==> src/rtl/unpk_pkg.sv <==
package unpk_pkg;

    localparam int LANES  = 4;
    localparam int BYTE_W = 8;
    localparam int WORD_W = LANES * BYTE_W;
    localparam int MOD_W  = $clog2(LANES);
    localparam int CNT_W  = $clog2(LANES + 1);

    // One buffered word with its packet context
    typedef struct packed {
        logic [WORD_W-1:0] data;
        logic [CNT_W-1:0]  nbytes;
        logic              sop;
        logic              eop;
        logic              abort;
        logic              close_prev;
    } word_ent_t;

    // One output beat
    typedef struct packed {
        logic [BYTE_W-1:0] data;
        logic              sop;
        logic              eop;
        logic              abort;
    } byte_beat_t;

    // Number of valid lanes in a final word, filled from the top lane down
    function automatic logic [CNT_W-1:0] lanes_from_mod(input logic [MOD_W-1:0] m);
        return CNT_W'(LANES) - CNT_W'(m);
    endfunction

    // Filler beat that closes a packet left open
    function automatic byte_beat_t close_beat();
        byte_beat_t b;
        b.data  = '0;
        b.sop   = 1'b0;
        b.eop   = 1'b1;
        b.abort = 1'b1;
        return b;
    endfunction

endpackage

==> src/rtl/unpk_ingress.sv <==
module unpk_ingress
    import unpk_pkg::*;
(
    input  logic              clk,
    input  logic              rst,
    input  logic              wr_en_n,
    input  logic [WORD_W-1:0] wr_data,
    input  logic              wr_sop,
    input  logic              wr_eop,
    input  logic [MOD_W-1:0]  wr_mod,
    input  logic              wr_err,
    input  logic              space_ok,
    output logic              push,
    output word_ent_t         push_ent
);

    logic open_q;

    assign push = !wr_en_n && space_ok;

    always_comb begin
        push_ent.data       = wr_data;
        push_ent.sop        = wr_sop;
        push_ent.eop        = wr_eop;
        push_ent.abort      = wr_err && wr_eop;
        push_ent.close_prev = wr_sop && open_q;
        push_ent.nbytes     = wr_eop ? lanes_from_mod(wr_mod) : CNT_W'(LANES);
    end

    always_ff @(posedge clk) begin
        if (rst) begin
            open_q <= 1'b0;
        end else if (push) begin
            if (wr_eop)
                open_q <= 1'b0;
            else if (wr_sop)
                open_q <= 1'b1;
        end
    end


    enable_gate_chk: assert property (@(posedge clk) disable iff (rst)
        wr_en_n |-> !push);

endmodule

==> src/rtl/unpk_word_fifo.sv <==
module unpk_word_fifo
    import unpk_pkg::*;
#(
    parameter int DEPTH  = 4,
    parameter int MARGIN = 2
) (
    input  logic      clk,
    input  logic      rst,
    input  logic      push,
    input  word_ent_t push_ent,
    input  logic      pop,
    output word_ent_t head_ent,
    output logic      empty,
    output logic      space_ok
);

    localparam int PTR_W = (DEPTH > 1) ? $clog2(DEPTH) : 1;
    localparam int OCC_W = $clog2(DEPTH + 1);

    word_ent_t        mem [DEPTH];
    logic [PTR_W-1:0] wr_ptr, rd_ptr;
    logic [OCC_W-1:0] occ;

    function automatic logic [PTR_W-1:0] bump(input logic [PTR_W-1:0] p);
        return (p == PTR_W'(DEPTH - 1)) ? '0 : p + 1'b1;
    endfunction

    assign empty    = (occ == '0);
    assign space_ok = (occ + OCC_W'(MARGIN)) <= OCC_W'(DEPTH);
    assign head_ent = mem[rd_ptr];

    always_ff @(posedge clk) begin
        if (push)
            mem[wr_ptr] <= push_ent;
    end

    always_ff @(posedge clk) begin
        if (rst) begin
            wr_ptr <= '0;
            rd_ptr <= '0;
            occ    <= '0;
        end else begin
            if (push)
                wr_ptr <= bump(wr_ptr);
            if (pop)
                rd_ptr <= bump(rd_ptr);
            case ({push, pop})
                2'b10:   occ <= occ + 1'b1;
                2'b01:   occ <= occ - 1'b1;
                default: occ <= occ;
            endcase
        end
    end


    no_overflow_chk: assert property (@(posedge clk) disable iff (rst)
        push |-> (occ < OCC_W'(DEPTH)));


    no_underflow_chk: assert property (@(posedge clk) disable iff (rst)
        pop |-> !empty);

endmodule

==> src/rtl/unpk_serializer.sv <==
module unpk_serializer
    import unpk_pkg::*;
(
    input  logic       clk,
    input  logic       rst,
    input  logic       fifo_empty,
    input  word_ent_t  head_ent,
    output logic       pop,
    input  logic       out_ready,
    output logic       out_valid,
    output byte_beat_t beat
);

    word_ent_t         cur_q;
    logic              cur_v;
    logic              close_q;
    logic [MOD_W-1:0]  idx_q;
    logic [BYTE_W-1:0] lane [LANES];
    logic              last_beat, fire, done;

    genvar g;
    generate
        for (g = 0; g < LANES; g++) begin : g_lane
            assign lane[g] = cur_q.data[WORD_W-1-g*BYTE_W -: BYTE_W];
        end
    endgenerate

    assign last_beat = !close_q && ((CNT_W'(idx_q) + 1'b1) == cur_q.nbytes);
    assign fire      = cur_v && out_ready;
    assign done      = fire && last_beat;
    assign pop       = !fifo_empty && (!cur_v || done);
    assign out_valid = cur_v;

    always_comb begin
        if (close_q) begin
            beat = close_beat();
        end else begin
            beat.data  = lane[idx_q];
            beat.sop   = cur_q.sop && (idx_q == '0);
            beat.eop   = cur_q.eop && last_beat;
            beat.abort = cur_q.abort && cur_q.eop && last_beat;
        end
    end

    always_ff @(posedge clk) begin
        if (rst) begin
            cur_v   <= 1'b0;
            close_q <= 1'b0;
            idx_q   <= '0;
            cur_q   <= '0;
        end else if (pop) begin
            cur_q   <= head_ent;
            cur_v   <= 1'b1;
            close_q <= head_ent.close_prev;
            idx_q   <= '0;
        end else if (done) begin
            cur_v   <= 1'b0;
        end else if (fire) begin
            if (close_q)
                close_q <= 1'b0;
            else
                idx_q <= idx_q + 1'b1;
        end
    end


    stall_hold_chk: assert property (@(posedge clk) disable iff (rst)
        (!$past(rst) && $past(out_valid) && !$past(out_ready))
            |-> (out_valid && $stable(beat)));


    abort_with_eop_chk: assert property (@(posedge clk) disable iff (rst)
        (out_valid && beat.abort) |-> beat.eop);

endmodule

==> src/rtl/pkt_word_unpacker.sv <==
module pkt_word_unpacker
    import unpk_pkg::*;
#(
    parameter int DEPTH = 4
) (
    input  logic              clk,
    input  logic              rst,
    input  logic              wr_en_n,
    input  logic [WORD_W-1:0] wr_data,
    input  logic              wr_sop,
    input  logic              wr_eop,
    input  logic [MOD_W-1:0]  wr_mod,
    input  logic              wr_err,
    output logic              space_ok,
    output logic              out_valid,
    input  logic              out_ready,
    output logic [BYTE_W-1:0] out_byte,
    output logic              out_sop,
    output logic              out_eop,
    output logic              out_abort
);

    localparam int MARGIN = 2;

    logic       push, pop, fifo_empty;
    word_ent_t  push_ent, head_ent;
    byte_beat_t beat;

    unpk_ingress u_ingress (
        .clk      (clk),
        .rst      (rst),
        .wr_en_n  (wr_en_n),
        .wr_data  (wr_data),
        .wr_sop   (wr_sop),
        .wr_eop   (wr_eop),
        .wr_mod   (wr_mod),
        .wr_err   (wr_err),
        .space_ok (space_ok),
        .push     (push),
        .push_ent (push_ent)
    );

    unpk_word_fifo #(
        .DEPTH  (DEPTH),
        .MARGIN (MARGIN)
    ) u_fifo (
        .clk      (clk),
        .rst      (rst),
        .push     (push),
        .push_ent (push_ent),
        .pop      (pop),
        .head_ent (head_ent),
        .empty    (fifo_empty),
        .space_ok (space_ok)
    );

    unpk_serializer u_ser (
        .clk        (clk),
        .rst        (rst),
        .fifo_empty (fifo_empty),
        .head_ent   (head_ent),
        .pop        (pop),
        .out_ready  (out_ready),
        .out_valid  (out_valid),
        .beat       (beat)
    );

    assign out_byte  = beat.data;
    assign out_sop   = beat.sop;
    assign out_eop   = beat.eop;
    assign out_abort = beat.abort;


    reset_idle_chk: assert property (@(posedge clk) disable iff (rst)
        $past(rst) |-> (!out_valid && space_ok));

endmodule

==> config.mk <==
export PLATFORM = sky130hd
export DESIGN_NAME = pkt_word_unpacker
export DESIGN_NICKNAME = d
export VERILOG_FILES = /design/src/rtl/unpk_pkg.sv /design/src/rtl/unpk_ingress.sv /design/src/rtl/unpk_word_fifo.sv /design/src/rtl/unpk_serializer.sv /design/src/rtl/pkt_word_unpacker.sv
export SDC_FILE = /design/constraint.sdc
export NUM_CORES = 1
export LEC_CHECK = 0
export ABC_AREA = 1
export ABC_CLOCK_PERIOD_IN_PS = 3100
export BUFFER_PORTS_ARGS = -buffer_cell sky130_fd_sc_hd__buf_2
export CAP_MARGIN = 5
export CELL_PAD_IN_SITES_DETAIL_PLACEMENT = 1
export CELL_PAD_IN_SITES_GLOBAL_PLACEMENT = 2
export CORE_ASPECT_RATIO = 0.8
export CORE_MARGIN = 2
export CORE_UTILIZATION = 40
export DETAILED_ROUTE_END_ITERATION = 10
export HOLD_SLACK_MARGIN = 0.03
export PLACE_DENSITY_LB_ADDON = 0.1
export SLEW_MARGIN = 5
export SYNTH_ARGS = -nofsm -noshare
export SYNTH_HDL_FRONTEND = slang
export SYNTH_SLANG_ARGS = --single-unit
==> constraint.sdc <==
create_clock -name clk -period 3.1 [get_ports clk]
set_input_delay 0.465 -clock clk [delete_from_list [all_inputs] [get_ports clk]]
set_output_delay 0.465 -clock clk [all_outputs]
set_load 0.005 [all_outputs]
==> summary.md <==
| Metric | Value |
|---|---|
| Outcome | `finished clean` |
| Number of remaining DRC errors | `0` |
| Final Cycle Share | `89.8%` |
| Overflow after GRT | `0` |
| Buf+Inv Stages, Crit Path | `3` |
| Hold_ws | `0.159 ns` |
| Vias post-DR | `5924` |
| Post-Synthesis Cells | `816` |
| Clk slew on worst S/H paths | `0.06 ns` |
| Slew @ Worst Pin | `0.867 ns` |
| Post-Syn Area | `0.00871 mm2` |
| Crit-path cells | `clkinv_1 -> ha_1 -> inv_1 -> nand2_1 -> nand2_1 -> nor2_4 -> nand3_4 -> nand2_8 -> nand2_2 -> inv_1 -> ha_1 -> fa_1 -> a21oi_1 -> o21a_1 -> o21ai_0 -> a21oi_1` |
| Clock root cell | `clkbuf_16` |
| Setup CP Type | `register to register` |
| IO Port Bufs | `53` |
| Clock network power share | `30.1%` |
| Fin nets | `906` |
| Vias in the first global route | `6118` |
| Detail-routed net length per standard cell | `17.7 um` |
| Routed wire length | `20.3 mm` |
| Die height | `136 um` |
| DR pass1 iterations | `7` |
| Gr usage total | `18.0%` |
| Site row count | `48` |
| RSZ-0062 raised after global routing | `false` |
| Worst path slowest cell | `fa_1` |
| Met2 usage | `30.2%` |
| Setup Viol. Count Final | `0` |
| TritonCTS clock tree | `yes` |
| Clk_lat worst skew | `0.52 ns` |
| Worst endpoint data arrival time | `3.23 ns` |
| Hold Violations, Final | `0` |
| Largest area contributor in the netlist | `edfxtp_1` |
| P_sw | `3520 uW` |
| CTS resizes | `0` |
| Max Cap Violations | `0` |
| Async SR Flop Fraction | `0%` |
| Critical path's top delay family | `adder cells` |
| Pint | `6710 uW` |
| Die Area | `0.0230 mm2` |
| Post-synth top area share | `53.8%` |
| Crit path launch type | `register` |
| Syn_nets | `867` |
| Total power draw | `10200 uW` |
| Number of synthesized flops with an enable pin | `156` |
| Most frequent cell after synthesis | `nor2_1` |
| Clock sinks | `208` |
| Comb power frac | `30.7%` |
| Synth Area per Inst | `10.7 um2` |
| Count of different cell masters after synthesis | `30` |
| Vias per Instance | `5.16` |
| Placer Congestion | `0.806` |
| Ant. Diodes | `0` |
| Postcts setup bufs | `0` |
| Flop pwr share | `39.2%` |
| Clock Skews | `0.0162 ns` |
| Max-slew violations | `0` |
| Max-slew headroom | `42.2%` |
| Power per cell area | `1020 mW/mm2` |
| Sequential cell area fraction in the yosys report | `65.7%` |
| Layout area overhead | `15.2%` |
| CTS Hold Bufs | `0` |
| Critical Path End Type | `register` |
| # fillers | `2336` |
| Post-DP HPWL | `12.4 mm` |
| Worst IR Drop VDD | `0.491 mV` |
| Antenna Violating Nets Remaining | `0` |
| Critical path data required time | `3.54 ns` |
| Met3 usage | `2.91%` |
| Post-synthesis register bit count | `208` |
| Initial core utilization | `40.5%` |
| Initial antenna violation count | `0` |
| Crit path max fanout | `34` |
| Top post-synthesis cells by count | `nor2_1 (201), edfxtp_1 (156), o21ai_0 (91), nand2_1 (62), a21oi_1 (57)` |
| Top FF cell, synth | `edfxtp_1` |
| Switching share of power | `34.4%` |
| DRT iter0 DRCs | `307` |
| TNS Setup | `0 ns` |
| Max frequency | `359 MHz` |
| Largest net degree at the start of global routing | `81` |
| Layout cell share with drive strength beyond 1 | `14.2%` |
| Grt peak-use layer | `met2` |
| First-pass GRT wire length | `32.8 mm` |
| Synth Warn # | `0` |
| H-tree levels | `1` |
| Final Critical Period | `2.78 ns` |
| Core Region | `0.0215 mm2` |
| GR Util met1 | `25.0%` |
| Leakage | `0.00369 uW` |
| I/O Pins | `54` |
| Clk buf depth | `3` |
| CP peak stage delay | `0.39 ns` |
| Worst hold path class | `primary input to register` |
| Die W | `169 um` |
| Num CTS Buffers | `23` |
| Ranking of synthesized cells by area | `edfxtp_1 (54%), dfxtp_1 (12%), nor2_1 (8.7%), o21ai_0 (5.2%), nand3b_1 (3.4%)` |
-- cell type report --
class	count	area [um2]	area share, %
flip-flops and latches	208	5730	57.1
multi-input cells	526	2570	25.6
clock buffers	25	614	6.12
repair buffers	66	400	3.99
well taps	275	344	3.43
clock inverters	17	265	2.64
inverters	30	113	1.12
-- cell families (layout without fill, tap and decap cells) --
logic type	Yosys count	count (layout)	synth area share (%)
AOI/OAI and AO/OA	199	199	11.5
DFF	208	208	65.7
adders and majority gates	10	10	1.52
buffers and inverters	82	138	5.10
and+or+nand+nor	317	317	16.1
-- routing by layer --
| metal | up-vias | wire length [um] |
|---|---|---|
| li1 | 2894 | - |
| met1 | 2926 | 9740 |
| met2 | 78 | 9650 |
| met3 | 26 | 605 |
| met4 | 0 | 338 |
| met5 | - | 0 |
-- path summary, 6_finish.rpt --
kind / end / startpoint / slack [ns] / cells after the start
hold / removal: u_fifo.mem[0][35] / wr_data[28] / 0.16 / 1
hold reg to reg: u_ingress.open_q / u_ingress.open_q / 0.46 / 2
setup reg to reg: u_fifo.occ[2] / u_ser.idx_q[1] / 0.32 / 16
setup / recovery: u_fifo.occ[2] / u_ser.idx_q[1] / 0.32 / 16
-- sequential cells by signal, indices dropped and copies added, names as in the netlist, named ones only --
name              count
u_ser.close_q         1
u_fifo.wr_ptr         2
u_ser.cur_q           6
u_ser.lane           32
u_fifo.mem          156
u_ingress.open_q      1
u_fifo.rd_ptr         2
u_fifo.occ            3
u_ser.idx_q           2
u_ser.out_valid       1
-- placed cells by master (no fill, tap or decap), drive strengths merged --
cell type / Yosys / routed
bufinv: 0 / 6
or2: 2 / 2
o21a: 2 / 2
a211oi: 1 / 1
ha: 9 / 9
buf: 38 / 66
nand4: 2 / 2
clkinv: 1 / 7
clkinvlp: 0 / 4
edfxtp: 156 / 156
o21ai: 139 / 139
nand3b: 40 / 40
inv: 29 / 30
nand3: 4 / 4
fa: 1 / 1
a21oi: 57 / 57
clkbuf: 14 / 25
dfxtp: 52 / 52
nor2: 204 / 204
nand2: 65 / 65
-- power groups by stage --
| stage | Sequential (uW) | Clock, uW | Combinational [uW] |
|---|---|---|---|
| after CTS | 4020 | 3160 | 3220 |
| after global placement | 4040 | 0 | 3100 |
| after global routing | 4080 | 3270 | 3620 |
| after detailed placement | 4070 | 0 | 3210 |
| final | 4010 | 3080 | 3140 |
| after floorplan | 3880 | 0 | 2480 |
-- stage by stage --
stage / util (%) / instances / area [um2] / worst slack [ns]
3_5_place_dp: 42.6 / 1105 / 9160 / 0.303
5_1_grt: 46.7 / 1147 / 10000 / 0.0560
2_1_floorplan: - / 816 / 8710 / 0.198
4_1_cts: 46.7 / 1147 / 10000 / 0.266
3_3_place_gp: 42.6 / 1105 / 9160 / 0.396
6_report: 46.7 / 1147 / 10000 / 0.316
(Power assumes the default switching activity.)
